`src/rtl/snoop_relay_pkg.sv`:
```
package snoop_relay_pkg;

    typedef enum logic [2:0] {
        SR_IDLE,
        SR_LOOKUP,
        SR_REPORT,
        SR_HOLD,
        SR_STROBE,
        SR_WINDOW,
        SR_WRITEBACK
    } sr_state_e;

    // States in which the hit report to the system is driven
    function automatic logic reports_hit(sr_state_e s);
        return (s == SR_REPORT) || (s == SR_HOLD) || (s == SR_STROBE) ||
               (s == SR_WINDOW) || (s == SR_WRITEBACK);
    endfunction

    // States in which the processor address bus is held
    function automatic logic drives_ahold(sr_state_e s, logic release_early);
        case (s)
            SR_HOLD, SR_STROBE, SR_WINDOW: return 1'b1;
            SR_WRITEBACK:                  return !release_early;
            default:                       return 1'b0;
        endcase
    endfunction

endpackage

```
`src/rtl/snoop_pending_slot.sv`:
```
module snoop_pending_slot #(
    parameter int AW = 32
) (
    input  logic          clk,
    input  logic          rst,
    input  logic          in_vld,
    input  logic [AW-1:0] in_addr,
    input  logic          take,
    output logic          out_vld,
    output logic [AW-1:0] out_addr
);
    logic          vld_q;
    logic [AW-1:0] addr_q;

    always_ff @(posedge clk) begin
        if (rst) begin
            vld_q  <= 1'b0;
            addr_q <= '0;
        end else if (in_vld && (!vld_q || take)) begin
            vld_q  <= 1'b1;
            addr_q <= in_addr;
        end else if (take) begin
            vld_q  <= 1'b0;
        end
    end

    assign out_vld  = vld_q;
    assign out_addr = addr_q;

    // a parked inquire stays until the sequencer takes it
    p_park_kept_r10: assert property (@(posedge clk) disable iff (rst)
        (vld_q && !take) |=> (vld_q && $stable(addr_q)));

endmodule

```
`src/rtl/snoop_resp_window.sv`:
```
module snoop_resp_window #(
    parameter int WIN = 2
) (
    input  logic clk,
    input  logic rst,
    input  logic start,
    output logic open_o,
    output logic last_o
);
    localparam int CW = $clog2(WIN + 1);

    logic [CW-1:0] cnt_q;

    always_ff @(posedge clk) begin
        if (rst)
            cnt_q <= '0;
        else if (start)
            cnt_q <= CW'(WIN);
        else if (cnt_q != '0)
            cnt_q <= cnt_q - CW'(1);
    end

    assign open_o = (cnt_q != '0);
    assign last_o = (cnt_q == CW'(1));

    // the window never exceeds its configured length
    p_win_bounded_r6: assert property (@(posedge clk) disable iff (rst)
        open_o |-> (cnt_q <= CW'(WIN)));

endmodule

```
`src/rtl/snoop_seq_fsm.sv`:
```
module snoop_seq_fsm
    import snoop_relay_pkg::*;
#(
    parameter int AW              = 32,
    parameter bit RELEASE_ON_HITM = 1'b0
) (
    input  logic          clk,
    input  logic          rst,
    input  logic          pend_vld,
    input  logic [AW-1:0] pend_addr,
    output logic          take_o,
    input  logic          tag_hit_i,
    input  logic          win_open,
    input  logic          win_last,
    output logic          win_start_o,
    input  logic          cpu_hitm_i,
    input  logic          sys_backoff_i,
    input  logic          cpu_wb_done_i,
    output logic [AW-1:0] cur_addr_o,
    output logic          tag_lookup_o,
    output logic          sys_hit_o,
    output logic          ahold_o,
    output logic          inq_o,
    output logic          wb_grant_o
);
    sr_state_e     state_q, state_d;
    logic [AW-1:0] addr_q;

    always_comb begin
        state_d = state_q;
        case (state_q)
            SR_IDLE:      if (pend_vld) state_d = SR_LOOKUP;
            SR_LOOKUP:    state_d = tag_hit_i ? SR_REPORT : SR_IDLE;
            SR_REPORT:    state_d = SR_HOLD;
            SR_HOLD:      state_d = SR_STROBE;
            SR_STROBE:    state_d = SR_WINDOW;
            SR_WINDOW: begin
                if (win_open && cpu_hitm_i) state_d = SR_WRITEBACK;
                else if (win_last)          state_d = SR_IDLE;
            end
            SR_WRITEBACK: if (wb_grant_o && cpu_wb_done_i) state_d = SR_IDLE;
            default:      state_d = SR_IDLE;
        endcase
    end

    always_ff @(posedge clk) begin
        if (rst) begin
            state_q <= SR_IDLE;
            addr_q  <= '0;
        end else begin
            state_q <= state_d;
            if (take_o) addr_q <= pend_addr;
        end
    end

    assign take_o       = (state_q == SR_IDLE) && pend_vld;
    assign win_start_o  = (state_q == SR_STROBE);
    assign cur_addr_o   = addr_q;
    assign tag_lookup_o = (state_q == SR_LOOKUP);
    assign sys_hit_o    = reports_hit(state_q);
    assign ahold_o      = drives_ahold(state_q, RELEASE_ON_HITM);
    assign inq_o        = (state_q == SR_STROBE);
    assign wb_grant_o   = (state_q == SR_WRITEBACK) && !sys_backoff_i;

    // a lookup miss never leads to address-hold
    p_miss_no_ahold_r3: assert property (@(posedge clk) disable iff (rst)
        (tag_lookup_o && !tag_hit_i) |=> !ahold_o);

    // address-hold only ever rises after the hit was already reported
    p_hit_before_ahold_r4: assert property (@(posedge clk) disable iff (rst)
        $rose(ahold_o) |-> $past(sys_hit_o));

    // forwarded strobe is one cycle long and follows address-hold
    p_strobe_pulse_r5: assert property (@(posedge clk) disable iff (rst)
        inq_o |=> !inq_o);
    p_strobe_after_ahold_r5: assert property (@(posedge clk) disable iff (rst)
        inq_o |-> (ahold_o && $past(ahold_o)));

    // no writeback grant while back-off is asserted
    p_grant_no_backoff_r7: assert property (@(posedge clk) disable iff (rst)
        wb_grant_o |-> !sys_backoff_i);

endmodule

```
`src/rtl/snoop_relay_ctrl.sv`:
```
module snoop_relay_ctrl #(
    parameter int AW              = 32,
    parameter int RESP_WIN        = 2,
    parameter bit RELEASE_ON_HITM = 1'b0
) (
    input  logic          clk,
    input  logic          rst,
    input  logic          sys_inq_i,
    input  logic [AW-1:0] sys_inq_addr_i,
    input  logic          sys_backoff_i,
    output logic          sys_hitm_o,
    output logic          tag_lookup_o,
    output logic [AW-1:0] tag_addr_o,
    input  logic          tag_hit_i,
    output logic          cpu_ahold_o,
    output logic          cpu_inq_o,
    output logic [AW-1:0] cpu_inq_addr_o,
    input  logic          cpu_hitm_i,
    output logic          cpu_wb_grant_o,
    input  logic          cpu_wb_done_i
);
    logic          pend_vld;
    logic [AW-1:0] pend_addr;
    logic          take;
    logic          win_start, win_open, win_last;
    logic [AW-1:0] cur_addr;

    snoop_pending_slot #(.AW(AW)) u_slot (
        .clk      (clk),
        .rst      (rst),
        .in_vld   (sys_inq_i),
        .in_addr  (sys_inq_addr_i),
        .take     (take),
        .out_vld  (pend_vld),
        .out_addr (pend_addr)
    );

    snoop_resp_window #(.WIN(RESP_WIN)) u_win (
        .clk    (clk),
        .rst    (rst),
        .start  (win_start),
        .open_o (win_open),
        .last_o (win_last)
    );

    snoop_seq_fsm #(.AW(AW), .RELEASE_ON_HITM(RELEASE_ON_HITM)) u_fsm (
        .clk           (clk),
        .rst           (rst),
        .pend_vld      (pend_vld),
        .pend_addr     (pend_addr),
        .take_o        (take),
        .tag_hit_i     (tag_hit_i),
        .win_open      (win_open),
        .win_last      (win_last),
        .win_start_o   (win_start),
        .cpu_hitm_i    (cpu_hitm_i),
        .sys_backoff_i (sys_backoff_i),
        .cpu_wb_done_i (cpu_wb_done_i),
        .cur_addr_o    (cur_addr),
        .tag_lookup_o  (tag_lookup_o),
        .sys_hit_o     (sys_hitm_o),
        .ahold_o       (cpu_ahold_o),
        .inq_o         (cpu_inq_o),
        .wb_grant_o    (cpu_wb_grant_o)
    );

    assign tag_addr_o     = cur_addr;
    assign cpu_inq_addr_o = cur_addr;

endmodule

```
`config.mk`:
```
export PLATFORM = sky130hd
export DESIGN_NAME = snoop_relay_ctrl
export DESIGN_NICKNAME = d
export VERILOG_FILES = /design/src/rtl/snoop_relay_pkg.sv /design/src/rtl/snoop_pending_slot.sv /design/src/rtl/snoop_resp_window.sv /design/src/rtl/snoop_seq_fsm.sv /design/src/rtl/snoop_relay_ctrl.sv
export SDC_FILE = /design/constraint.sdc
export NUM_CORES = 1
export LEC_CHECK = 0
export ABC_AREA = 1
export BUFFER_PORTS_ARGS = -buffer_cell sky130_fd_sc_hd__buf_2
export CORE_AREA = 3 3 81 83
export CTS_CLUSTER_SIZE = 14
export DETAILED_ROUTE_END_ITERATION = 8
export DIE_AREA = 0 0 84 86
export PLACE_DENSITY = 0.89
export SLEW_MARGIN = 20
export SYNTH_ARGS = -nofsm -noshare
export SYNTH_HDL_FRONTEND = slang
export SYNTH_SLANG_ARGS = --single-unit
```
`constraint.sdc`:
```
create_clock -name clk -period 3.1 [get_ports clk]
set_input_delay 0.155 -clock clk [delete_from_list [all_inputs] [get_ports clk]]
set_output_delay 0.155 -clock clk [all_outputs]
set_load 0.02 [all_outputs]
```
==> out/results.ini <==
[status]
outcome=complete, no violations

[routing]
viasPerCell=4.89
postRouteAntennaNets=0
drt-total-wl_um=6560
drtIter0Drc=151
num_vias=2539
wl_per_cell_um=12.6
drc=0
dr.pass1.iters=4

[hold_path]
hold_path_startpoint=sys_inq_addr_i[14]
hold_path_end=u_slot.out_addr[14]$_SDFFE_PP0P_
min_path_cells=3
hold_path_class=input port to flip-flop

[logic_synthesis]
synth-async-reset-ratio_pct=0
yosysMostFrequentCell=dfxtp_1
synthFlopType=dfxtp_1
synth_top_family_by_area=compound AO/OA/AOI/OAI gates
yosysWarningCount=0
synthTopCellsByArea=dfxtp_1, a21oi_2, buf_4
syn-num-nets=414
synth_adder_area_share_pct=0
seq_area_frac_synth_pct=44.2
synth_xor_area_share_pct=0
ys_types=24
synth_compound_area_share_pct=19.4
synth_simple_gate_area_share_pct=18.0
synth-seq-cells=70
synth_area_per_cell_sq_um=8.45
synth_commonest_cells=dfxtp_1, inv_1, a21oi_1
synthMuxAreaShare_pct=0
syn_inst=375
synth_top_area_cell=dfxtp_1
yosys.area.top_type_share_pct=44.2
netlist_area_sq_um=3170
synth_edf_count=0

[clock_tree]
postCtsHoldBufs=0
clockBufferDepth=2
ctsResizeCount=0
cts_tree=done
clockRootBuffer=clkbuf_8
post_cts_buffers=0
numCtsBuffers=9
clk_pin_slew_ps=70
h-tree-depth=3
clock_latency_ps=340
numClockSinks=70

[setup_path]
crit_type=flip-flop to flip-flop
r2r_slack_ps=1370
cp.arrival_ps=1930
r2r_start=u_fsm.state_q[0]$_SDFFE_PP0P_
cp_max_fo=64
crit_start=u_fsm.state_q[0]$_SDFFE_PP0P_
reg2regPathDepth=4
timing.rr.end=u_fsm.cur_addr_o[12]$_SDFFE_PP0P_
cp.required_ps=3310
end_kind=flip-flop
start_kind=flip-flop

[power]
p_per_area_nw_per_um2=638
ir_drop_mv=0.264
p_leak_uw=0.00165
total_power_uw=2310

[floorplanning]
dieArea_sq_um=7220
die_w_um=84
start_util_pct=53.5
fp-row-count=28
io_pins=108
die_h_um=86
coreArea_sq_um=5920

[global_routing]
grt_pass1_vias=2346
grt_pass1_wl_um=10600
grt_usage_pct=18.3
grt_max_degree=65
antenna_found_initial=0
overflow=0

[timing]
rsz0062_at_grt=no
relSlewSlack_pct=40.5
drv_slew=0
hold_viol_final=0
hold_ws_ps=86.3
fin_tns_setup_ps=0
period_share_pct=55.8
finalWorstSetupSlack_ps=1370
worst_slew_pin_slew_ps=891
layout_min_cycle_time_ps=1730
clock_skew_ps=9.10
max_freq_mhz=579
setup_viol=0

[placement]
io_buffers=107
place_congestion=0.823
place_ws_ps=1030
place_hpwl_um=4490

[final_layout]
final_util_pct=61.3
diodes=0
drive_gt1_share_pct=42.6
fin_nets=478
fillers=550
multi_input_area_sq_um=1190
syn2layout_area_growth_pct=14.5
regArea_sq_um=1400

[flow_run]
maxCapViolCount=0

## how the worst max path moves through the flow
stage | end | slack, ps | cells past startpoint
finish | u_fsm.cur_addr_o[12]$_SDFFE_PP0P_ | 1370 | 4
global route | u_fsm.cur_addr_o[16]$_SDFFE_PP0P_ | 1200 | 4
CTS | u_fsm.cur_addr_o[12]$_SDFFE_PP0P_ | 900 | 4
detailed placement | u_fsm.cur_addr_o[2]$_SDFFE_PP0P_ | 1030 | 4
global placement | u_fsm.cur_addr_o[21]$_SDFFE_PP0P_ | 1070 | 4
floorplan | cpu_wb_grant_o | 1940 | 4
## state kept, by name, summed over array words and instances, names as in the netlist
| signal | cells |
|---|---|
| u_fsm.cur_addr_o | 32 |
| u_fsm.state_q | 3 |
| u_slot.out_addr | 32 |
| u_slot.out_vld | 1 |
| u_win.cnt_q | 2 |
## critical path, cell delays in order (launching register included)
cell	delay [ps]
dfxtp_1	390
nor2_4	210
nand3_4	480
o21ai_0	410
a21oi_1	80
## cells in the final DEF, fill, tap and decap left out, types with 6 or more instances in the layout
master	Yosys	routed
a21oi_2	30	30
o21ai_0	24	24
a21oi_1	37	37
dfxtp_1	70	70
nor2_1	6	6
clkbuf_8	0	10
nand3_1	36	36
nand2_1	21	21
buf_2	8	107
nand2_2	29	29
o21ai_1	8	8
inv_1	46	46
## metal layers
| layer | vias to the layer above | part of all wire [%] | global-route usage (%) |
|---|---|---|---|
| li1 | 1311 | - | - |
| met1 | 1134 | 41 | 20.5 |
| met2 | 82 | 50 | 32.5 |
| met3 | 12 | 6.1 | 3.94 |
| met4 | 0 | 2.3 | 9.94 |
| met5 | - | 0 | 0 |
## final cells by class
class	count	area share (%)
clock inverter	6	2.34
sequential	70	38.6
multi-input combinational	203	32.8
clock buffer	10	3.79
timing repair buffer	108	15.0
tap	75	2.59
inverter	47	4.86
## through the flow
step | cells | area (sq um)
2_1_floorplan | 375 | 3170
3_3_place_gp | 503 | 3400
3_5_place_dp | 503 | 3400
4_1_cts | 519 | 3620
5_1_grt | 519 | 3630
6_report | 519 | 3630
## kinds of logic (layout without fill, tap and decap cells)
group / count (synthesis) / count (layout)
DFF: 70 / 70
AOI/OAI and AO/OA: 100 / 100
and+or+nand+nor: 103 / 103
buffers and inverters: 102 / 171
## power by group
group          internal [uW]  total (uW)  switching, uW
combinational            160         477            318
sequential               979        1040           59.8
clock                    471         797            326
Power figures use the tool's default switching activity.
